==> src/rtl/pixcomp_pkg.sv <==
// Shared types for the pixel compositor: the layer tag sent to the palette
// stage and the class assigned to a host pixel. Assumes a 3-bit tag field.
package pixcomp_pkg;

    typedef enum logic [2:0] {
        TAG_BLANK      = 3'd0,
        TAG_OVERLAY    = 3'd1,
        TAG_UNDERLAY   = 3'd2,
        TAG_RADAR      = 3'd3,
        TAG_VIDEO      = 3'd4,
        TAG_VID_MONO   = 3'd5,
        TAG_VID_PSEUDO = 3'd6
    } layer_tag_e;

    typedef enum logic [1:0] {
        HC_CLEAR = 2'd0,
        HC_UNDER = 2'd1,
        HC_OVER  = 2'd2
    } host_class_e;

endpackage

==> src/rtl/host_classifier.sv <==
// Classes a host colour index as overlay, underlay or transparent using two
// thresholds. Zero is always transparent, and overlay is tested before
// underlay. Purely combinational.
module host_classifier
    import pixcomp_pkg::*;
#(
    parameter int HOST_W = 8
) (
    input  logic [HOST_W-1:0] host_pix,
    input  logic [HOST_W-1:0] ovl_thr,
    input  logic [HOST_W-1:0] unl_thr,
    output host_class_e       hclass
);

    // Black first, then overlay, then underlay.
    always_comb begin
        if (host_pix == '0)
            hclass = HC_CLEAR;
        else if (host_pix >= ovl_thr)
            hclass = HC_OVER;
        else if (host_pix >= unl_thr)
            hclass = HC_UNDER;
        else
            hclass = HC_CLEAR;
    end

endmodule

==> src/rtl/local_decoder.sv <==
// Interprets a local framestore pixel. The MSB separates radar/map content
// from video. For video, the split mode reads the next bit as a palette
// selector. Also reports the radar intensity. Purely combinational.
module local_decoder
    import pixcomp_pkg::*;
#(
    parameter  int LOC_W = 8,
    localparam int LVL_W = LOC_W - 1
) (
    input  logic [LOC_W-1:0] local_pix,
    input  logic             split,
    output layer_tag_e       kind,
    output logic [LVL_W-1:0] level
);

    // Radar intensity always occupies the bits below the MSB.
    assign level = local_pix[LVL_W-1:0];

    // Select the layer tag from the MSB, the mode and the selector bit.
    always_comb begin
        if (!local_pix[LOC_W-1])
            kind = TAG_RADAR;
        else if (!split)
            kind = TAG_VIDEO;
        else if (local_pix[LOC_W-2])
            kind = TAG_VID_PSEUDO;
        else
            kind = TAG_VID_MONO;
    end

endmodule

==> src/rtl/layer_select.sv <==
// Final priority decision for one pixel: blank, overlay, faded-radar
// underlay, or the local pixel. Assumes the inputs are already registered
// by the caller. Purely combinational.
module layer_select
    import pixcomp_pkg::*;
#(
    parameter  int HOST_W = 8,
    parameter  int LOC_W  = 8,
    localparam int PIX_W  = (HOST_W > LOC_W) ? HOST_W : LOC_W
) (
    input  logic              valid,
    input  host_class_e       hclass,
    input  logic [HOST_W-1:0] host_pix,
    input  logic [LOC_W-1:0]  local_pix,
    input  layer_tag_e        kind,
    input  logic              faded,
    output logic [PIX_W-1:0]  index,
    output layer_tag_e        tag
);

    // Apply the priority order: blank, overlay, underlay over faded radar, local.
    always_comb begin
        if (!valid) begin
            index = '0;
            tag   = TAG_BLANK;
        end else if (hclass == HC_OVER) begin
            index = PIX_W'(host_pix);
            tag   = TAG_OVERLAY;
        end else if (hclass == HC_UNDER && kind == TAG_RADAR && faded) begin
            index = PIX_W'(host_pix);
            tag   = TAG_UNDERLAY;
        end else begin
            index = PIX_W'(local_pix);
            tag   = kind;
        end
    end

endmodule

==> src/rtl/marker_delay.sv <==
// Fixed-depth shift register for the timing markers, so that they stay aligned
// with the pixel pipeline. Requires DEPTH >= 1.
module marker_delay #(
    parameter int W     = 2,
    parameter int DEPTH = 2
) (
    input  logic         clk,
    input  logic         rst_n,
    input  logic [W-1:0] din,
    output logic [W-1:0] dout
);

    logic [W-1:0] pipe [DEPTH];

    generate
        for (genvar s = 0; s < DEPTH; s++) begin : g_stage
            // Shift one stage per clock and clear on reset.
            always_ff @(posedge clk) begin
                if (!rst_n)
                    pipe[s] <= '0;
                else if (s == 0)
                    pipe[s] <= din;
                else
                    pipe[s] <= pipe[(s == 0) ? 0 : s-1];
            end
        end
    endgenerate

    assign dout = pipe[DEPTH-1];

endmodule

==> src/rtl/pixel_compositor.sv <==
// Top level of the layered pixel compositor. Stage 1 registers the
// classified host pixel and the decoded local pixel, including the
// fade comparison. Stage 2 registers the selected index and tag. The
// configuration is sampled with the pixel. The host and local streams are
// assumed to be pixel-aligned.
module pixel_compositor
    import pixcomp_pkg::*;
#(
    parameter  int HOST_W = 8,
    parameter  int LOC_W  = 8,
    localparam int PIX_W  = (HOST_W > LOC_W) ? HOST_W : LOC_W
) (
    input  logic              clk,
    input  logic              rst_n,
    input  logic              cfg_split,
    input  logic [HOST_W-1:0] cfg_ovl_thr,
    input  logic [HOST_W-1:0] cfg_unl_thr,
    input  logic [LOC_W-2:0]  cfg_fade_thr,
    input  logic              in_valid,
    input  logic              in_sol,
    input  logic              in_sof,
    input  logic [HOST_W-1:0] host_pix,
    input  logic [LOC_W-1:0]  local_pix,
    output logic              out_valid,
    output logic              out_sol,
    output logic              out_sof,
    output logic [PIX_W-1:0]  out_index,
    output logic [2:0]        out_tag
);

    localparam int LVL_W    = LOC_W - 1;
    localparam int LATENCY  = 2;

    host_class_e       hclass_c;
    layer_tag_e        kind_c;
    logic [LVL_W-1:0]  level_c;

    host_class_e       s1_hclass;
    layer_tag_e        s1_kind;
    logic              s1_valid;
    logic              s1_faded;
    logic [HOST_W-1:0] s1_host;
    logic [LOC_W-1:0]  s1_local;

    logic [PIX_W-1:0]  sel_index;
    layer_tag_e        sel_tag;

    host_classifier #(.HOST_W(HOST_W)) u_hcls (
        .host_pix (host_pix),
        .ovl_thr  (cfg_ovl_thr),
        .unl_thr  (cfg_unl_thr),
        .hclass   (hclass_c)
    );

    local_decoder #(.LOC_W(LOC_W)) u_ldec (
        .local_pix (local_pix),
        .split     (cfg_split),
        .kind      (kind_c),
        .level     (level_c)
    );

    // Stage 1: hold the classification, the decoded layer and the fade comparison.
    always_ff @(posedge clk) begin
        if (!rst_n) begin
            s1_valid  <= 1'b0;
            s1_hclass <= HC_CLEAR;
            s1_kind   <= TAG_RADAR;
            s1_faded  <= 1'b0;
            s1_host   <= '0;
            s1_local  <= '0;
        end else begin
            s1_valid  <= in_valid;
            s1_hclass <= hclass_c;
            s1_kind   <= kind_c;
            s1_faded  <= (level_c < cfg_fade_thr);
            s1_host   <= host_pix;
            s1_local  <= local_pix;
        end
    end

    layer_select #(.HOST_W(HOST_W), .LOC_W(LOC_W)) u_sel (
        .valid     (s1_valid),
        .hclass    (s1_hclass),
        .host_pix  (s1_host),
        .local_pix (s1_local),
        .kind      (s1_kind),
        .faded     (s1_faded),
        .index     (sel_index),
        .tag       (sel_tag)
    );

    // Stage 2: register the chosen palette index, tag and qualifier.
    always_ff @(posedge clk) begin
        if (!rst_n) begin
            out_valid <= 1'b0;
            out_index <= '0;
            out_tag   <= TAG_BLANK;
        end else begin
            out_valid <= s1_valid;
            out_index <= sel_index;
            out_tag   <= sel_tag;
        end
    end

    marker_delay #(.W(2), .DEPTH(LATENCY)) u_mark (
        .clk   (clk),
        .rst_n (rst_n),
        .din   ({in_sof, in_sol}),
        .dout  ({out_sof, out_sol})
    );

endmodule

==> config.mk <==
export PLATFORM = sky130hd
export DESIGN_NAME = pixel_compositor
export DESIGN_NICKNAME = d
export VERILOG_FILES = /design/src/rtl/pixcomp_pkg.sv /design/src/rtl/host_classifier.sv /design/src/rtl/local_decoder.sv /design/src/rtl/layer_select.sv /design/src/rtl/marker_delay.sv /design/src/rtl/pixel_compositor.sv
export SDC_FILE = /design/constraint.sdc
export NUM_CORES = 1
export LEC_CHECK = 0
export ABC_AREA = 1
export BUFFER_PORTS_ARGS = -buffer_cell sky130_fd_sc_hd__buf_2
export CORE_AREA = 2 2 60 76
export CTS_BUF_LIST = sky130_fd_sc_hd__clkbuf_16
export DETAILED_ROUTE_END_ITERATION = 8
export DIE_AREA = 0 0 62 78
export PLACE_DENSITY_LB_ADDON = 0.3
export SETUP_SLACK_MARGIN = 0.1
export SLEW_MARGIN = 15
export SYNTH_ARGS = -nofsm -noshare
export SYNTH_HDL_FRONTEND = slang
export SYNTH_SLANG_ARGS = --single-unit
==> constraint.sdc <==
create_clock -name clk -period 1 [get_ports clk]
set_input_delay 0.15 -clock clk [delete_from_list [all_inputs] [get_ports clk]]
set_output_delay 0.15 -clock clk [all_outputs]
set_load 0.01 [all_outputs]
# After elaboration in Yosys (flattened, before gate mapping)
# Memory sizes are Yosys's and may differ from the RTL's.
# Cells that the tools add are included.
# totals
output_inout_bits,14
wordCells,44
input_bits,45
register_bits,35
ram_bits,4
mem_count,1
# memory_table
name,depth,word_bits,rd,rd_ports_with_merged_regs,wr,line,rtl
u_mark.pipe,2,2,2,0,2,marker_delay.sv:13,logic [W-1:0] pipe [DEPTH];
# classes
n_lt_le_gt_ge,3
bitwise_logic,4
mux,12
eq_ne,3
reduce_logical,9
# op_table
cell,count
$ge A8 B8 Y1,2
$mux W8,2
$mux W2,5
$logic_not A8 Y1,1
$lt A7 B7 Y1,1
$reduce_or A3 Y1,2
$mux W1,4
$reduce_and A2 Y1,2
$reduce_or A4 Y1,1
$eq A3 B2 Y1 const B,1
$mux W3,1
$eq A2 B1 Y1 const B,1
$eq A2 B2 Y1 const B,1
$logic_and A1 B1 Y1,2
$not A1 Y1,2
$or A1 B1 Y1,2
$reduce_or A2 Y1,1

# Longest topological paths before layout
# Gate-level depths: netlist (run 1).
# logic_depth
ltp_word,5
depth_mapped,11
ltp_nobuf,11

# Cells and area by module
# From an unflattened synthesis (run 1), not the netlist that was laid out.
# hier_totals
cells_unflattened,306
area_unflattened_um2,2142.1
# modules_own_cells
mod,area_each_um2,cells_per_inst,seq_area_each_um2,instances
pixel_compositor,1172.4,141,700.7,1
host_classifier,493.0,82,0.0,1
layer_select,287.8,58,0.0,1
marker_delay,110.1,12,80.1,1
local_decoder,78.8,13,0.0,1

# Worst setup path before layout (run 1)
# Ideal clock, no wire load.
# synth_path
kind,input-to-reg
start,input cfg_unl_thr[7]
end,register s1_hclass[0]
stages,7
path_buffers,0
arrival_time_ns,0.862
required_time_ns,0.887
setup_slack_ns,0.025
setup_ns,0.113
cell_sequence,inv_1 -> ha_1 -> a21o_1 -> nor2_1 -> nand2_1 -> nor2_1 -> nor2_1
# synth_via
elab_chain_len,2
# synth_lines
item,line,rtl
from (decl),pixel_compositor.sv:17,"input logic [HOST_W-1:0] cfg_unl_thr,"
$ge A8 B8 Y1,host_classifier.sv:21,else if (host_pix >= unl_thr)
$mux W1,host_classifier.sv:21,
to (signal assigned),pixel_compositor.sv:73,s1_hclass <= hclass_c;
to (decl),pixel_compositor.sv:38,host_class_e s1_hclass;
# No other way between the ends.
# A chain may end at the register's enable or synchronous reset.

# Worst setup path after layout (run 1)
# layout_path
start,register s1_kind[1]
end,register out_index[1]
# layout_via
elab_chain_len,5
# layout_lines
item,line,rtl
from (decl),pixel_compositor.sv:39,layer_tag_e s1_kind;
from (signal assigned),pixel_compositor.sv:74,s1_kind <= kind_c;
$eq A3 B2 Y1,layer_select.sv:29,end else if (hclass == HC_UNDER && kind == TAG_RADAR && faded) begin
$logic_and A1 B1 Y1 (2 in a row),layer_select.sv:29,
$mux W8,layer_select.sv:29,
$mux W8,layer_select.sv:26,end else if (hclass == HC_OVER) begin
to (signal assigned),pixel_compositor.sv:100,out_index <= sel_index;
to (decl),pixel_compositor.sv:27,"output logic [PIX_W-1:0] out_index,"
# No other way between the ends.

==> out/metrics.yaml, run 1 <==
status: "finished, violations left"
violations: "setup timing"
vias_per_cell: 4.30
io_buffer_count: 58
first_pass_iters: 4
reg2reg_depth: 5
vias: 1603
crit_family: "simple AND/OR/NAND/NOR gates"
drt_first_iter_violations: 69
syn_nets: 302
layout_setup_ws_ns: -0.0498
worst_clock_skew_ns: 0.00255
die_h_um: 78
critPathMaxFanout: 5
track_usage: 0.171
wl_per_cell_um: 10.0
ant_nets: 0
gp_congestion: 0.834
crit-reg2reg-launch: "s1_kind[1]"
critPathLaunch: "s1_kind[1]"
core_area_sq_um: 4070
fin_nets: 383
top_layer_used: "met4"
setup_violations: 6
die_w_um: 62
grt_pass1_wl_um: 6140
gr-total-overflow: 0
die_area_sq_um: 4840
syn_area_per_cell_sq_um: 7.65
setup_tns_ns: -0.155
r2r_slack_ns: -0.05
tightest_slew_ns: 0.187
grt_max_degree: 20
cts_hold_buf: 0
area_growth_pct: 44.9
drc_errors: 0
ys_warn_count: 0
grt_pass1_vias: 1496
cp_num_buf_inv: 0
rsz0062_at_grt: "yes"
syn_inst: 235
max_stage_delay_ns: 0.33
ios: 59
diodes: 0
dr_wl_met2_um: 1960
synth_area_sq_um: 1800
arrival_ns: 1.22
r2r-end: "out_index[1]"
slowest_stage: "dfxtp_2"
max_freq_ghz: 0.953
power.density_nw_per_um2: 1550
hp-class: "in -> reg"
root_buffer: "clkbuf_16"
placed_area_sq_um: 2280
critPathKind: "reg -> reg"
cts.sinks: 39
clk_path_buf_depth: 2
worstHoldStart: "in_sof"
min_to: "u_mark.pipe[0][1]"
wl_met3_um: 179
final_cell_mix: "buf_2 (57), inv_1 (49), nand2_1 (48), dfxtp_1 (36), nor2_1 (22)"
required_ns: 1.17
ir_drop_mv: 0.698
start_util: 0.442
maxSlewViolCount: 0
fin_crit_sh: 1.05
dp_hpwl_um: 2880
ys_ff_latch: 39
whs_ns: 0.0534
clk_pin_slew_ns: 0.05
finalHoldViolCount: 0
wl_um: 3730
end_kind: "flip-flop"
synth.yosys.seq_area_share: 0.434
cts_buffers: 5
cts_tree: "done"
cts_max_level: 2
layout-drive-gt1-share: 0.366
num_rows: 26
final_common_cell: "buf_2"
fillers: 373
total_power_mw: 4.03
cap_violations: 0
fin_crit_ns: 1.05
wl_met1_um: 1530
final_area_sq_um: 2610
crit_chain: "nand2_2 -> nor2_4 -> nand3_2 -> a21oi_1 -> nor3_2"
p_leak_nw: 1.50
critPathLaunchType: "flip-flop"
antenna_found_initial: 0
slew_headroom: 0.875
holdPathStages: 3
insertion_delay_ns: 0.28
yosysUniqueCellTypes: 18
==> area by class of cell <==
type,instances,area (sq um),area share
Tap cell,56,70.1,0.0269
Clock buffer,5,125,0.0480
Timing Repair Buffer,76,435,0.167
Sequential cell,39,785,0.301
Multi-Input combinational cell,138,941,0.361
Inverter,56,210,0.0807
Clock inverter,3,38.8,0.0149
==> through the flow <==
step | setup slack, ns | util | std cells
global placement | -0.154 | 0.561 | 363
finish | -0.0498 | 0.641 | 373
detailed placement | -0.163 | 0.561 | 363
global route | -0.106 | 0.641 | 373
floorplan | 0.0492 | - | 235
CTS | -0.0137 | 0.609 | 372
==> state kept, by name, summed over array words and instances (netlist names) <==
signal	cells
out_index	8
out_tag	3
out_valid	1
s1_faded	1
s1_hclass	2
s1_host	8
s1_kind	3
s1_local	8
s1_valid	1
u_mark.pipe	4
==> repair_timing <==
item / in CTS / in global routing
pin swaps: 3 / 4
gates cloned: 1 / 0
resized for setup: 8 / 23
setup buffers: 0 / 1
endpoints found under the setup margin: 11 / 12
==> routing by layer <==
layer / vias to the layer above / global-route usage
met5: - / 0
met4: 0 / 0.0787
met3: 7 / 0.0533
met2: 41 / 0.286
met1: 684 / 0.188
li1: 871 / -
==> worst max path at each step <==
stage | endpoint | slack [ns] | cells past startpoint
floorplan | out_index[1] | 0.05 | 6
global placement | s1_hclass[0] | -0.15 | 8
detailed placement | s1_hclass[0] | -0.16 | 8
CTS | out_index[2] | -0.01 | 6
global route | out_index[0] | -0.11 | 5
finish | out_index[1] | -0.05 | 5
==> logic make-up after synthesis <==
kind of cell    synth area share
buf+inv                    0.127
simple gates               0.206
flops                      0.434
compound gates            0.0793
fa+ha+maj                  0.153
==> tightest hold or removal path: stages <==
cell,delay [ns]
buf_2,0.07
nand2_1,0.04
inv_1,0.04
==> Yosys cell counts <==
cell      count  area share
nand3_1       4       0.011
nor2_1       23       0.048
nand3_4       1      0.0097
clkbuf_1      2      0.0042
o21ai_0       7       0.019
o21a_1        1      0.0042
nor3_1        5       0.014
nor2_2        2      0.0070
a21oi_1      17       0.047
a21o_1        1      0.0042
nand4_1       1      0.0035
dfxtp_1      39        0.43
inv_1        56        0.12
a21boi_0      1      0.0042
nand2_1      51        0.11
ha_1         22        0.15
buf_6         1      0.0063
nand2_4       1      0.0063
==> power breakdown <==
part	leakage (nW)	internal [mW]	total (mW)	switching (mW)
clock network	0.0812	1.16	1.73	0.571
logic	1.10	0.304	0.632	0.328
registers	0.322	1.63	1.67	0.0329
No activity file was read; power rests on OpenSTA's default activity.
==> run 2: changes to the inputs <==
--- a/config.mk
+++ b/config.mk
@@ -7,13 +7,14 @@
 export LEC_CHECK = 0
 export ABC_AREA = 1
 export BUFFER_PORTS_ARGS = -buffer_cell sky130_fd_sc_hd__buf_2
-export CORE_AREA = 2 2 60 76
+export CORE_AREA = 2 2 64 81
 export CTS_BUF_LIST = sky130_fd_sc_hd__clkbuf_16
 export DETAILED_ROUTE_END_ITERATION = 8
-export DIE_AREA = 0 0 62 78
+export DIE_AREA = 0 0 66 83
 export PLACE_DENSITY_LB_ADDON = 0.3
 export SETUP_SLACK_MARGIN = 0.1
 export SLEW_MARGIN = 15
 export SYNTH_ARGS = -nofsm -noshare
 export SYNTH_HDL_FRONTEND = slang
+export SYNTH_HIERARCHICAL = 1
 export SYNTH_SLANG_ARGS = --single-unit
==> out/metrics.yaml, run 2 <==
status: "finished, violations left"
violations: "setup timing"
synth_common_cells: "nand2_1 (85), inv_1 (84), dfxtp_1 (39)"
grt_max_degree: 25
layout-drive-gt1-share: 0.397
slowest_stage: "dfxtp_2"
synth.yosys.seq_area_share: 0.364
max_freq_ghz: 0.841
fin_crit_sh: 1.19
ant_nets: 0
cp_num_buf_inv: 2
drt_first_iter_violations: 81
io_buffer_count: 58
crit_family: "simple AND/OR/NAND/NOR gates"
die_area_sq_um: 5480
final_common_cell: "nand2_1"
crit_chain: "inv_2 -> nor2_4 -> nand3_4 -> a21oi_2 -> nor2_1 -> nand2_1 -> inv_1"
diodes: 0
antenna_found_initial: 0
critPathMaxFanout: 8
required_ns: 1.17
placed_area_sq_um: 2710
core_area_sq_um: 4690
drc_errors: 0
synth.largest_area_cell: "dfxtp_1"
vias_per_cell: 4.42
vias: 1913
max_stage_delay_ns: 0.32
wl_per_cell_um: 10.1
area_growth_pct: 43.2
clk_path_buf_depth: 2
largestRegisters: "out_index x8, s1_host x8, s1_local x8"
p_leak_nw: 1.82
cts_max_level: 2
syn_area_per_cell_sq_um: 7.00
grt_pass1_vias: 1947
fin_nets: 439
finalHoldViolCount: 0
ys_warn_count: 6
end_kind: "flip-flop"
rsz0062_at_grt: "yes"
place_ws_ns: -0.239
cts_buffers: 5
synth-async-reset-ratio: 0
synthFlopType: "dfxtp_1"
arrival_ns: 1.36
die_w_um: 66
insertion_delay_ns: 0.28
synth_area_sq_um: 2140
cts.sinks: 39
critPathLaunchType: "flip-flop"
yosysUniqueCellTypes: 22
track_usage: 0.173
ios: 59
first_pass_iters: 4
slew_headroom: 0.747
synth_most_common_cell: "nand2_1"
total_power_mw: 3.98
ys_ff_latch: 39
critPathKind: "reg -> reg"
synth_edf_count: 0
root_buffer: "clkbuf_16"
dp_hpwl_um: 3170
gr-total-overflow: 0
num_rows: 28
worst_clock_skew_ns: 0.00301
whs_ns: 0.0540
hp-class: "in -> reg"
wl_um: 4390
start_util: 0.456
layout_setup_ws_ns: -0.189
fin_crit_ns: 1.19
power.density_nw_per_um2: 1300
synth_area_leaders: "dfxtp_1 (36%), nand2_1 (15%), inv_1 (15%)"
gp_congestion: 0.753
clk_pin_slew_ns: 0.05
final_area_sq_um: 3070
ir_drop_mv: 0.857
syn_inst: 306
syn_nets: 373
setup_violations: 11
yosysTopAreaCellShare: 0.364
tightest_slew_ns: 0.379
fillers: 400
cts_tree: "done"
cap_violations: 0
die_h_um: 83
final_cell_mix: "nand2_1 (78), inv_1 (72), buf_2 (49), dfxtp_1 (36), nor2_1 (18)"
maxSlewViolCount: 0
setup_tns_ns: -1.52
grt_pass1_wl_um: 7600
[run 2: power breakdown]
group | switching, mW | leakage, nW | internal (mW)
registers | 0.0349 | 0.323 | 1.64
logic | 0.455 | 1.42 | 0.424
clock network | 0.533 | 0.0762 | 0.898
total | 1.02 | 1.82 | 2.96
[run 2: layout make-up]
cell class	instances	area, sq um	share of cell area
repair buffers	72	494	0.161
inverters	85	344	0.112
multi-input cells	169	1230	0.401
well taps	60	75.1	0.0245
clock buffers	5	125	0.0408
clock inverters	3	12.5	0.00408
flip-flops and latches	39	785	0.256
[run 2: worst min-delay path: stages]
cell and delay [ns]:
buf_2 0.07, nand2_1 0.04, inv_1 0.04
[run 2: stage by stage]
step / util / instances
5_1_grt: 0.653 / 433
2_1_floorplan: - / 306
3_5_place_dp: 0.576 / 422
6_report: 0.653 / 433
4_1_cts: 0.626 / 432
3_3_place_gp: 0.576 / 422
[run 2: what timing repair did]
| action | 4_1_cts | 5_1_grt |
|---|---|---|
| endpoints found under the hold margin | 0 | 0 |
| cloned | 2 | 1 |
| hold buffers | 0 | 0 |
| setup buffers | 0 | 0 |
| pin swaps | 11 | 24 |
| setup endpoints to repair | 13 | 13 |
| resized for setup | 19 | 27 |
[run 2: worst paths after layout]
check	start	slack (ns)	depth (start not counted)	to
max	s1_faded	-0.19	7	out_index[2]
min	in_valid	0.05	3	s1_valid
max reg2reg	s1_faded	-0.19	7	out_index[2]
min reg2reg	u_mark/pipe[0][1]	0.41	2	u_mark/pipe[1][1]
[run 2: metal layers]
| layer | wire length [um] | GRT usage | share of wire | vias to the layer above |
|---|---|---|---|---|
| met3 | 208 | 0.0379 | 0.047 | 9 |
| met1 | 1660 | 0.170 | 0.38 | 832 |
| met2 | 2430 | 0.328 | 0.55 | 52 |
| li1 | - | - | - | 1020 |
| met4 | 87 | 0.0816 | 0.020 | 0 |
| met5 | 0 | 0 | 0 | - |
[run 2: cell families after synthesis]
kind of cell / share of synthesized area
fa+ha+maj: 0.129
buf+inv: 0.208
compound gates: 0.0461
simple gates: 0.253
flops: 0.364
